**config.mk**
```make
export PLATFORM = sky130hd
export DESIGN_NAME = rx_hold_fifo
export DESIGN_NICKNAME = d
export VERILOG_FILES = /design/src/rtl/rx_hold_fifo.sv
export SDC_FILE = /design/constraint.sdc
export NUM_CORES = 1
export LEC_CHECK = 0
export BUFFER_PORTS_ARGS = -buffer_cell sky130_fd_sc_hd__buf_2
export CORE_ASPECT_RATIO = 0.5
export CORE_MARGIN = 2
export CORE_UTILIZATION = 30
export DETAILED_ROUTE_END_ITERATION = 7
export PLACE_DENSITY = 0.51
export SYNTH_ARGS = -nofsm -noshare
export SYNTH_HDL_FRONTEND = slang
export SYNTH_SLANG_ARGS = --single-unit
```
**constraint.sdc**
```tcl
create_clock -name clk -period 3.2 [get_ports clk]
set_input_delay 0.32 -clock clk [delete_from_list [all_inputs] [get_ports clk]]
set_output_delay 0.32 -clock clk [all_outputs]
set_load 0.005 [all_outputs]
```
**src/rtl/rx_hold_fifo.sv**
```systemverilog
module rx_hold_fifo #(
  parameter int DW    = 8,
  parameter int DEPTH = 3
) (
  input  logic          clk,
  input  logic          rst_n,
  input  logic          wr_en,
  input  logic [DW-1:0] wr_data,
  input  logic          wr_perr,
  input  logic          wr_ferr,
  input  logic          wr_brk,
  input  logic          rd_en,
  input  logic          clr_err,
  input  logic          blk_mode,
  output logic [DW-1:0] rd_data,
  output logic          rdy,
  output logic          full,
  output logic          perr,
  output logic          ferr,
  output logic          brk,
  output logic          ovr
);
  localparam int PW = (DEPTH > 1) ? $clog2(DEPTH) : 1;
  localparam int CW = $clog2(DEPTH + 1);

  logic [DW-1:0] dat_q [DEPTH];
  logic [2:0]    flg_q [DEPTH];
  logic [PW-1:0] rp_q, wp_q;
  logic [CW-1:0] cnt_q;
  logic [DW-1:0] last_q;
  logic [2:0]    acc_q;
  logic          ovr_q;

  function automatic logic [PW-1:0] step(input logic [PW-1:0] p);
    return (p == PW'(DEPTH - 1)) ? '0 : p + 1'b1;
  endfunction

  wire       have    = (cnt_q != '0);
  wire       is_full = (cnt_q == CW'(DEPTH));
  wire       pop     = rd_en & have;
  wire       push    = wr_en & (~is_full | pop);
  wire [2:0] head_f  = have ? flg_q[rp_q] : 3'b000;
  wire [2:0] rep_f   = blk_mode ? (acc_q | head_f) : head_f;

  always_ff @(posedge clk) begin
    if (!rst_n) begin
      for (int i = 0; i < DEPTH; i++) begin
        dat_q[i] <= '0;
        flg_q[i] <= '0;
      end
      rp_q   <= '0;
      wp_q   <= '0;
      cnt_q  <= '0;
      last_q <= '0;
      acc_q  <= '0;
      ovr_q  <= 1'b0;
    end else begin
      if (push) begin
        dat_q[wp_q] <= wr_data;
        flg_q[wp_q] <= {wr_brk, wr_ferr, wr_perr};
        wp_q        <= step(wp_q);
      end
      if (pop) begin
        last_q <= dat_q[rp_q];
        rp_q   <= step(rp_q);
      end
      cnt_q <= cnt_q + CW'(push) - CW'(pop);
      acc_q <= clr_err ? 3'b000 : (acc_q | head_f);
      ovr_q <= clr_err ? 1'b0 : (ovr_q | (wr_en & is_full & ~rd_en));
    end
  end

  assign rd_data = have ? dat_q[rp_q] : last_q;
  assign rdy     = have;
  assign full    = is_full;
  assign perr    = rep_f[0];
  assign ferr    = rep_f[1];
  assign brk     = rep_f[2];
  assign ovr     = ovr_q;
endmodule


```
==> reports/results.ini, run 1 <==
[run_status]
status=complete, no violations

[global_routing]
grt_overflow=0
grt_pass1_vias=1651
antenna_found_initial=0
met1_usage=0.183
met2_usage=0.175
use_met3=0.0343
grt_pass1_wl_um=9430
grt_start_max_net_pins=16
track_usage=0.125
top_usage_layer=met1

[power_and_ir_drop]
pwr-share-seq=0.443
p_int_uw=1720
p_sw_frac=0.247
peakVddDrop_v=0.000317
power_frac_comb=0.158
netSwitchingPower_uw=563
pwr_density_cell_mw_per_mm2=688
pwr-share-clk=0.399
leakage_uw=0.00126
totalPowerFinal_uw=2280

[setup_path]
max_stage_delay_ns=0.72
cp.arrival_ns=2.10
start_kind=register
crit_chain=mux4_2, mux2_2, buf_2
worstPathRequired_ns=2.88
slowest_stage=dfxtp_1
crit_fanout=10
criticalPathCategory=register to primary output
path_delay_family=multiplexers
end_kind=primary output
cp_num_buf_inv=1

[sta]
tightest_slew_ns=0.764
rsz0062_at_grt=no
slew_headroom=0.490
min_period_over_period=0.755
fmax_ghz=0.414
fin_skew_ns=0.00398
timing.setup.tns_ns=0
slew_viol_final=0
setup_viol=0
hold_viol_final=0
period_minus_slack_ns=2.42

[synth]
yosysUniqueCellTypes=34
yosys.area.top_type=edfxtp_1
yosysMostFrequentCell=edfxtp_1
ys_seq_area_frac=0.618
synth_edf_count=44
ys.warnings.count=0
syn-cell-area_sq_mm=0.00279
postSynthAreaPerCell_sq_um=13.5
synth_top_area_share=0.474
ys_ff_latch=64
synthArstFlopShare=0
synth_cells=207
synth_top_cells_by_area=edfxtp_1 (47%), dfxtp_1 (14%), and2_1 (7.9%)
ys_dominant_reg_cell=edfxtp_1
postSynthNetCount=225
yosys-top-cells-count=edfxtp_1 (44), and2_1 (35), dfxtp_1 (20), nand2_1 (19), a21oi_1 (14)

[floorplanning]
core_sq_mm=0.00886
die_area_sq_mm=0.0101
rows=24
die_w_um=140
top_level_ports=31
die_h_um=72.2
start_util=0.315

[cts]
root_buffer=clkbuf_16
clk_latency_ns=0.32
cts.clk_slew.worst_paths_ns=0.05
ctsHoldBuffers=0
cts_setup_buffers=0
numCtsBuffers=9
cts_tree=built
htreeDepth=3
clock_path_buffers=2
cts.repair.resized=0
cts.sinks=64

[final_layout]
drive_gt1_frac=0.262
ff_latch_area_sq_mm=0.00172
final_cell_count_no_fill=361
antenna_cells=0
num-fill-cells=854
areaGrowthSynthToFinish_pct=18.8
fin_nets=257
multi_input_area_sq_um=980

[hold_path]
hold_path_class=input pin to register

[routing]
routedWlPerCell_um=15.8
ant_nets=0
drt-initial-drc-count=108
first_pass_iters=4
vias_per_cell=4.61
vias=1663
wl_um=5700
drc=0

[placed_design]
gp_congestion=0.724
dp.final_hpwl_um=3980
portBuffers=30
dp_cells=345

[job]
max_cap_violations=0

==> state kept, by name, summed over array words and instances (netlist names), named ones only <==
register,flops
dat_q,32
flg_q,12
last_q,8
acc_q,3
cnt_q,2
rp_q,2
wp_q,2
ovr,1
==> cells in the final DEF, fill, tap and decap left out, drive strengths merged, types with 2 or more instances in the layout <==
cell / count
and2: 35
nor3: 2
mux4: 8
o21ai: 6
o22ai: 3
clkinv: 5
nand3: 2
nand2b: 3
edfxtp: 44
a21oi: 14
nand3b: 2
o21a: 4
mux2: 8
buf: 33
clkbuf: 10
or3: 2
nand2: 19
mux2i: 6
nor2: 2
a21o: 3
dfxtp: 20
inv: 3
==> layout make-up <==
type	instances	share of cell area
inverter	3	0.00340
timing repair buffer	33	0.0522
sequential	64	0.520
multi-input combinational	128	0.296
tap	117	0.0442
clock inverter	6	0.0151
clock buffer	10	0.0692
==> metal layers <==
metal / part of all wire / wire length, um
met2: 0.42 / 2390
met3: 0.035 / 201
met5: 0 / 0
met4: 0.015 / 84
met1: 0.53 / 3020
==> worst paths after layout <==
kind              from           to  slack, ns  depth (start not counted)
max           register   rd_data[3]       0.78                          3
min            clr_err          ovr       0.17                          2
max reg2reg   cnt_q[1]  dat_q[1][5]       0.90                          3
min reg2reg  last_q[6]    last_q[6]       0.46                          2
==> power groups by stage <==
stage               clock (uW)  combinational (uW)  sequential, uW
floorplan                    0                 285             981
global placement             0                 356            1020
detailed placement           0                 363            1030
CTS                        925                 366            1010
global route               973                 403            1020
finish                     909                 361            1010
==> kinds of logic after synthesis <==
kind of cell | count (synthesis) | share of synthesized area
AND/OR/NAND/NOR | 73 | 0.161
AO/OA/AOI/OAI | 31 | 0.0642
flip-flops | 64 | 0.618
XOR/XNOR | 1 | 0.00314
buffers and inverters | 15 | 0.0310
multiplexers | 22 | 0.118
adder cells (fa/ha/maj) | 1 | 0.00449
==> metrics by stage <==
step	utilization	area (sq um)	hold slack, ns	worst slack [ns]
global placement	0.342	3030	0.439	0.928
detailed placement	0.342	3030	0.451	0.868
CTS	0.374	3310	0.162	0.743
floorplan	-	2790	0.397	1.16
finish	0.374	3310	0.169	0.785
global route	0.374	3310	0.160	0.649
Power figures use the tool's default switching activity.
==> run 2, diff against run 1 <==
--- a/config.mk
+++ b/config.mk
@@ -5,12 +5,13 @@
 export SDC_FILE = /design/constraint.sdc
 export NUM_CORES = 1
 export LEC_CHECK = 0
+export ABC_AREA = 1
 export BUFFER_PORTS_ARGS = -buffer_cell sky130_fd_sc_hd__buf_2
 export CORE_ASPECT_RATIO = 0.5
 export CORE_MARGIN = 2
 export CORE_UTILIZATION = 30
 export DETAILED_ROUTE_END_ITERATION = 7
-export PLACE_DENSITY = 0.51
+export PLACE_DENSITY = 0.53
 export SYNTH_ARGS = -nofsm -noshare
 export SYNTH_HDL_FRONTEND = slang
 export SYNTH_SLANG_ARGS = --single-unit
==> constraint.sdc (replaced) <==
create_clock -name clk -period 2.15 [get_ports clk]
set_input_delay 0.215 -clock clk [delete_from_list [all_inputs] [get_ports clk]]
set_output_delay 0.215 -clock clk [all_outputs]
set_load 0.005 [all_outputs]
==> reports/results.ini, run 2 <==
[run_status]
status=complete, no violations

[synth]
syn-cell-area_sq_mm=0.00280  ; +0.27%
ys_dominant_reg_cell=edfxtp_1
postSynthNetCount=317  ; +41%
synth_edf_count=44  ; unchanged
synth_top_cells_by_area=edfxtp_1 (47%), dfxtp_1 (14%), nand2_1 (10%)
synth_cells=299  ; +44%
synth_top_area_share=0.473  ; -0.00127
yosysUniqueCellTypes=24  ; -29%
yosysMostFrequentCell=nand2_1
yosys-top-cells-count=nand2_1 (76), edfxtp_1 (44), inv_1 (36), nor2_1 (36), nand3_1 (23)
ys.warnings.count=0  ; unchanged
ys_ff_latch=64  ; unchanged
yosys.area.top_type=edfxtp_1
synthArstFlopShare=0  ; unchanged
ys_seq_area_frac=0.616  ; -0.00166
postSynthAreaPerCell_sq_um=9.35  ; -31%

[final_layout]
drive_gt1_frac=0.184  ; -0.0783
utilization=0.382  ; +0.00859
final_common_cell=nand2_1
regMostFlops=dat_q
num-fill-cells=893  ; +4.6%
areaGrowthSynthToFinish_pct=21.6
antenna_cells=0  ; unchanged
top_regs=dat_q (32), flg_q (12), last_q (8)
final_cell_mix=nand2_1 (76), edfxtp_1 (44), inv_1 (36), nor2_1 (36), buf_2 (30)
fin_nets=350  ; +36%
largest_reg_flops=32  ; unchanged

[floorplanning]
die_h_um=72.3  ; +0.13%
rows=24  ; unchanged
start_util=0.314  ; about the same
top_level_ports=31  ; unchanged
die_area_sq_mm=0.0102  ; +0.26%
die_w_um=141  ; +0.13%
core_sq_mm=0.00889  ; +0.34%

[sta]
min_period_over_period=0.891
slew_viol_final=0  ; unchanged
hold_viol_final=0  ; unchanged
slew_headroom=0.654  ; +0.164
timing.setup.tns_ns=0  ; unchanged
fmax_ghz=0.522
rsz0062_at_grt=no
tightest_slew_ns=0.518  ; -0.246 ns
setup_viol=0  ; unchanged
post-route-worst-setup-slack_ns=0.235  ; -0.550 ns
fin_skew_ns=0.00324  ; -0.000732 ns
timing.hold.ws_ns=0.0745  ; -0.0947 ns
period_minus_slack_ns=1.91

[routing]
first_pass_iters=4  ; unchanged
drt-initial-drc-count=195  ; +81%
vias=2047  ; +23%
drc=0  ; unchanged
vias_per_cell=4.51  ; -2.1%
wl_um=6410  ; +12%
ant_nets=0  ; unchanged
routedWlPerCell_um=14.1  ; -11%

[setup_path]
max_stage_delay_ns=0.56  ; -0.16 ns
slowest_stage=dfxtp_1
start_kind=register
crit_fanout=12  ; +2
cp.arrival_ns=1.70  ; -0.40 ns
crit_chain=buf_4, nand2_1, nand3_1, nand2_1, o21ai_0, buf_2
criticalPathCategory=register to primary output
cpMostUsedCell=nand2_1
path_delay_family=flip-flops
cp_num_buf_inv=2  ; +1
worstPathRequired_ns=1.93  ; -0.95 ns
end_kind=primary output

[cts]
numCtsBuffers=9  ; unchanged
htreeDepth=3  ; unchanged
clk_latency_ns=0.33  ; about the same
cts.repair.resized=0  ; unchanged
clock_path_buffers=2  ; unchanged
cts.sinks=64  ; unchanged
cts_tree=built
ctsHoldBuffers=0  ; unchanged
root_buffer=clkbuf_16
cts_setup_buffers=0  ; unchanged
cts.clk_slew.worst_paths_ns=0.06  ; about the same

[power_and_ir_drop]
peakVddDrop_v=0.000391  ; +24%
totalPowerFinal_uw=3910  ; +72%
leakage_uw=0.00147  ; +17%
pwr_density_cell_mw_per_mm2=1150  ; +67%

[global_routing]
track_usage=0.137  ; +0.0120
grt_overflow=0  ; unchanged
grt_pass1_wl_um=10400  ; +10%
antenna_found_initial=0  ; unchanged
grt_pass1_vias=1992  ; +21%
grt_start_max_net_pins=23  ; +7

[placed_design]
post-place-ws_ns=0.257  ; -0.611 ns
gp_congestion=0.804  ; +11%
dp.final_hpwl_um=4670  ; +18%
portBuffers=30  ; unchanged

[job]
max_cap_violations=0  ; unchanged

[hold_path]
hold_path_class=input pin to register

[run 2: cell families after synthesis]
kind of cell,count (synthesis),synth area share
AO/OA/AOI/OAI,37,0.0725
adder cells (fa/ha/maj),1,0.00448
XOR/XNOR,1,0.00313
buffers and inverters,51,0.0801
flip-flops,64,0.616
AND/OR/NAND/NOR,145,0.224
[run 2: per-stage QoR]
stage / instances / cell area (sq um)
2_1_floorplan: 299 / 2800
3_3_place_gp: 438 / 3050
3_5_place_dp: 438 / 3050
4_1_cts: 454 / 3400
5_1_grt: 454 / 3400
6_report: 454 / 3400
[run 2: path summary, 6_finish.rpt]
check	to	startpoint	slack [ns]	depth (start not counted)
worst max-delay path	rd_data[0]	register	0.24	6
worst min-delay path	flg_q[3][1]	wr_ferr	0.07	1
worst max register to register	dat_q[0][3]	cnt_q[0]	0.29	5
worst min register to register	acc_q[2]	acc_q[2]	0.46	2
[run 2: power breakdown]
| group | internal (uW) | switching [uW] | total [uW] |
|---|---|---|---|
| combinational | 254 | 460 | 713 |
| clock | 1130 | 539 | 1670 |
| sequential | 1440 | 82.6 | 1520 |
[run 2: cell type report]
cell class              instances  area (sq um)  share of cell area
inverters                      38           143              0.0420
flip-flops and latches         64          1720               0.507
multi-input cells             184           856               0.252
clock buffers                   9           225              0.0663
clock inverters                 7           119              0.0350
well taps                     117           146              0.0431
repair buffers                 35           188              0.0552
[run 2: layer usage]
layer	GRT usage	share of wire	up-vias
met5	0	0	-
met4	0.0433	0.0056	0
met3	0.0548	0.084	2
met2	0.193	0.40	55
met1	0.194	0.51	956
li1	-	-	1034
[run 2: worst reg2reg max path, delay by kind of cell (launching register included)]
| family | cells | cell delay (ns) |
|---|---|---|
| flip-flops | 1 | 0.42 |
| AND/OR/NAND/NOR | 4 | 0.81 |
| AO/OA/AOI/OAI | 1 | 0.26 |
==> run 3, diff against run 2 <==
--- a/config.mk
+++ b/config.mk
@@ -9,9 +9,9 @@
 export BUFFER_PORTS_ARGS = -buffer_cell sky130_fd_sc_hd__buf_2
 export CORE_ASPECT_RATIO = 0.5
 export CORE_MARGIN = 2
-export CORE_UTILIZATION = 30
+export CORE_UTILIZATION = 35
 export DETAILED_ROUTE_END_ITERATION = 7
-export PLACE_DENSITY = 0.53
+export PLACE_DENSITY = 0.59
 export SYNTH_ARGS = -nofsm -noshare
 export SYNTH_HDL_FRONTEND = slang
 export SYNTH_SLANG_ARGS = --single-unit
==> reports/results.ini, run 3 (synthesis gave the netlist of run 2 again) <==
[cts]
root_buffer=clkbuf_16
htreeDepth=3  ; unchanged
ctsHoldBuffers=0  ; unchanged
cts.sinks=64  ; unchanged
cts.repair.resized=0  ; unchanged
clock_path_buffers=2  ; unchanged
cts_setup_buffers=0  ; unchanged
cts.clk_slew.worst_paths_ns=0.05  ; about the same
numCtsBuffers=9  ; unchanged
cts_tree=built
clk_latency_ns=0.33  ; about the same

[setup_path]
r2r_slack_ns=0.29  ; about the same
cp.arrival_ns=2.08  ; +0.38 ns
rr_worst_depth=10  ; +5
start_kind=register
setup.worst_path.start=cnt_q[1]
critPathCapture=cnt_q[1]
reg2reg_to=cnt_q[1]
criticalPathCategory=register to register
worstPathRequired_ns=2.37  ; +0.44 ns
end_kind=register
crit_fanout=21  ; +9
rr_startpoint=cnt_q[1]

[placed_design]
gp_congestion=0.779  ; -3.1%
dp.final_hpwl_um=4210  ; -9.9%
portBuffers=30  ; unchanged
post-place-ws_ns=0.297  ; +0.0394 ns

[floorplanning]
core_sq_mm=0.00754  ; -15%
die_h_um=67.2  ; -7.0%
start_util=0.371  ; +0.0561
top_level_ports=31  ; unchanged
rows=22  ; -8.3%
die_area_sq_mm=0.00876  ; -14%
die_w_um=130  ; -7.2%

[final_layout]
largest_reg_flops=32  ; unchanged
final_cell_mix=nand2_1 (76), edfxtp_1 (44), inv_1 (36), nor2_1 (36), buf_2 (30)
areaGrowthSynthToFinish_pct=20.0
num-fill-cells=718  ; -20%
antenna_cells=0  ; unchanged
top_regs=dat_q (32), flg_q (12), last_q (8)
drive_gt1_frac=0.188  ; +0.00371
regMostFlops=dat_q
fin_nets=354  ; +1.1%
final_common_cell=nand2_1

[routing]
drc=0  ; unchanged
routedWlPerCell_um=13.6  ; -3.6%
vias_per_cell=4.59  ; +1.9%
ant_nets=0  ; unchanged
drt-initial-drc-count=155  ; -21%
wl_um=6110  ; -4.7%
vias=2062  ; +0.73%
first_pass_iters=5  ; +1

[hold_path]
worstHoldStart=wr_ferr
hold_path_class=input pin to register

[sta]
hold_viol_final=0  ; unchanged
post-route-worst-setup-slack_ns=0.294  ; +0.0585 ns
slew_viol_final=0  ; unchanged
period_minus_slack_ns=1.86  ; -0.0585 ns
slew_headroom=0.631  ; -0.0231
setup_viol=0  ; unchanged
fin_skew_ns=0.00558  ; +0.00233 ns
min_period_over_period=0.863  ; -0.0272
fmax_ghz=0.539  ; +3.2%
rsz0062_at_grt=no
timing.hold.ws_ns=0.0796  ; +0.00508 ns
tightest_slew_ns=0.552  ; +0.0346 ns
timing.setup.tns_ns=0  ; unchanged

[job]
max_cap_violations=0  ; unchanged

[run_status]
status=complete, no violations

[global_routing]
grt_pass1_wl_um=9680  ; -6.8%
track_usage=0.153  ; +0.0160
antenna_found_initial=0  ; unchanged
grt_overflow=0  ; unchanged
grt_pass1_vias=1963  ; -1.5%
grt_start_max_net_pins=23  ; unchanged

[power_and_ir_drop]
leakage_uw=0.00147  ; -0.28%
pwr_density_cell_mw_per_mm2=1090  ; -5.7%
peakVddDrop_v=0.000427  ; +9.3%

-- run 3: changes by cell type in the layout (fill, tap and decap cells not counted) --
cell | before | now
buf_4 | 5 | 9
clkbuf_1 | 0 | 3
clkinv_2 | 0 | 3
bufinv_16 | 3 | 1
clkinv_1 | 1 | 0
clkinv_4 | 1 | 0
clkinvlp_4 | 1 | 0
inv_6 | 1 | 0
-- run 3: final cells by class --
class                   count  area (sq um)  area share
clock buffers              12           236      0.0705
clock inverters             4          45.0      0.0134
inverters                  38           143      0.0425
multi-input cells         184           856       0.255
flip-flops and latches     64          1720       0.513
well taps                 108           135      0.0403
repair buffers             39           218      0.0649
-- run 3: how the worst min path moves through the flow --
stage,to,slack [ns],cells past startpoint
after floorplan,dat_q[3][0],0.31,0
after global placement,flg_q[3][1],0.41,1
after detailed placement,dat_q[3][2],0.41,1
after CTS,dat_q[3][2],0.07,1
after global routing,dat_q[3][2],0.07,1
final,flg_q[3][1],0.08,1
-- run 3: where the power goes --
group          switching [uW]  internal, uW  total (uW)
Sequential               64.8          1440        1510
Combinational             490           264         755
Clock                     487           891        1380
Total                    1040          2600        3640
-- run 3: critical path, stage by stage, from the launching register on --
cell	delay, ns
dfxtp_1	0.43
nor2_4	0.13
nor2_4	0.33
inv_1	0.12
nand3_1	0.09
nand2_1	0.05
ha_1	0.19
xnor2_1	0.21
nand2_1	0.09
nand2_1	0.07
nor2_1	0.04
-- run 3: routing by layer --
layer,GRT usage,vias to the layer above,wire length (um)
met5,0,-,0
met4,0.0745,0,109
met3,0.0531,11,457
met2,0.232,55,2650
met1,0.198,954,2900
li1,-,1042,-
-- run 3: through the flow --
step                      utilization  std cells  cell area (sq um)  power (uW)
after global routing            0.445        449               3350        3830
final                           0.445        449               3350        3640
after CTS                       0.445        449               3350        3670
after global placement          0.407        433               3070        2260
after detailed placement        0.407        433               3070        2290
after floorplan                     -        299               2800        2020
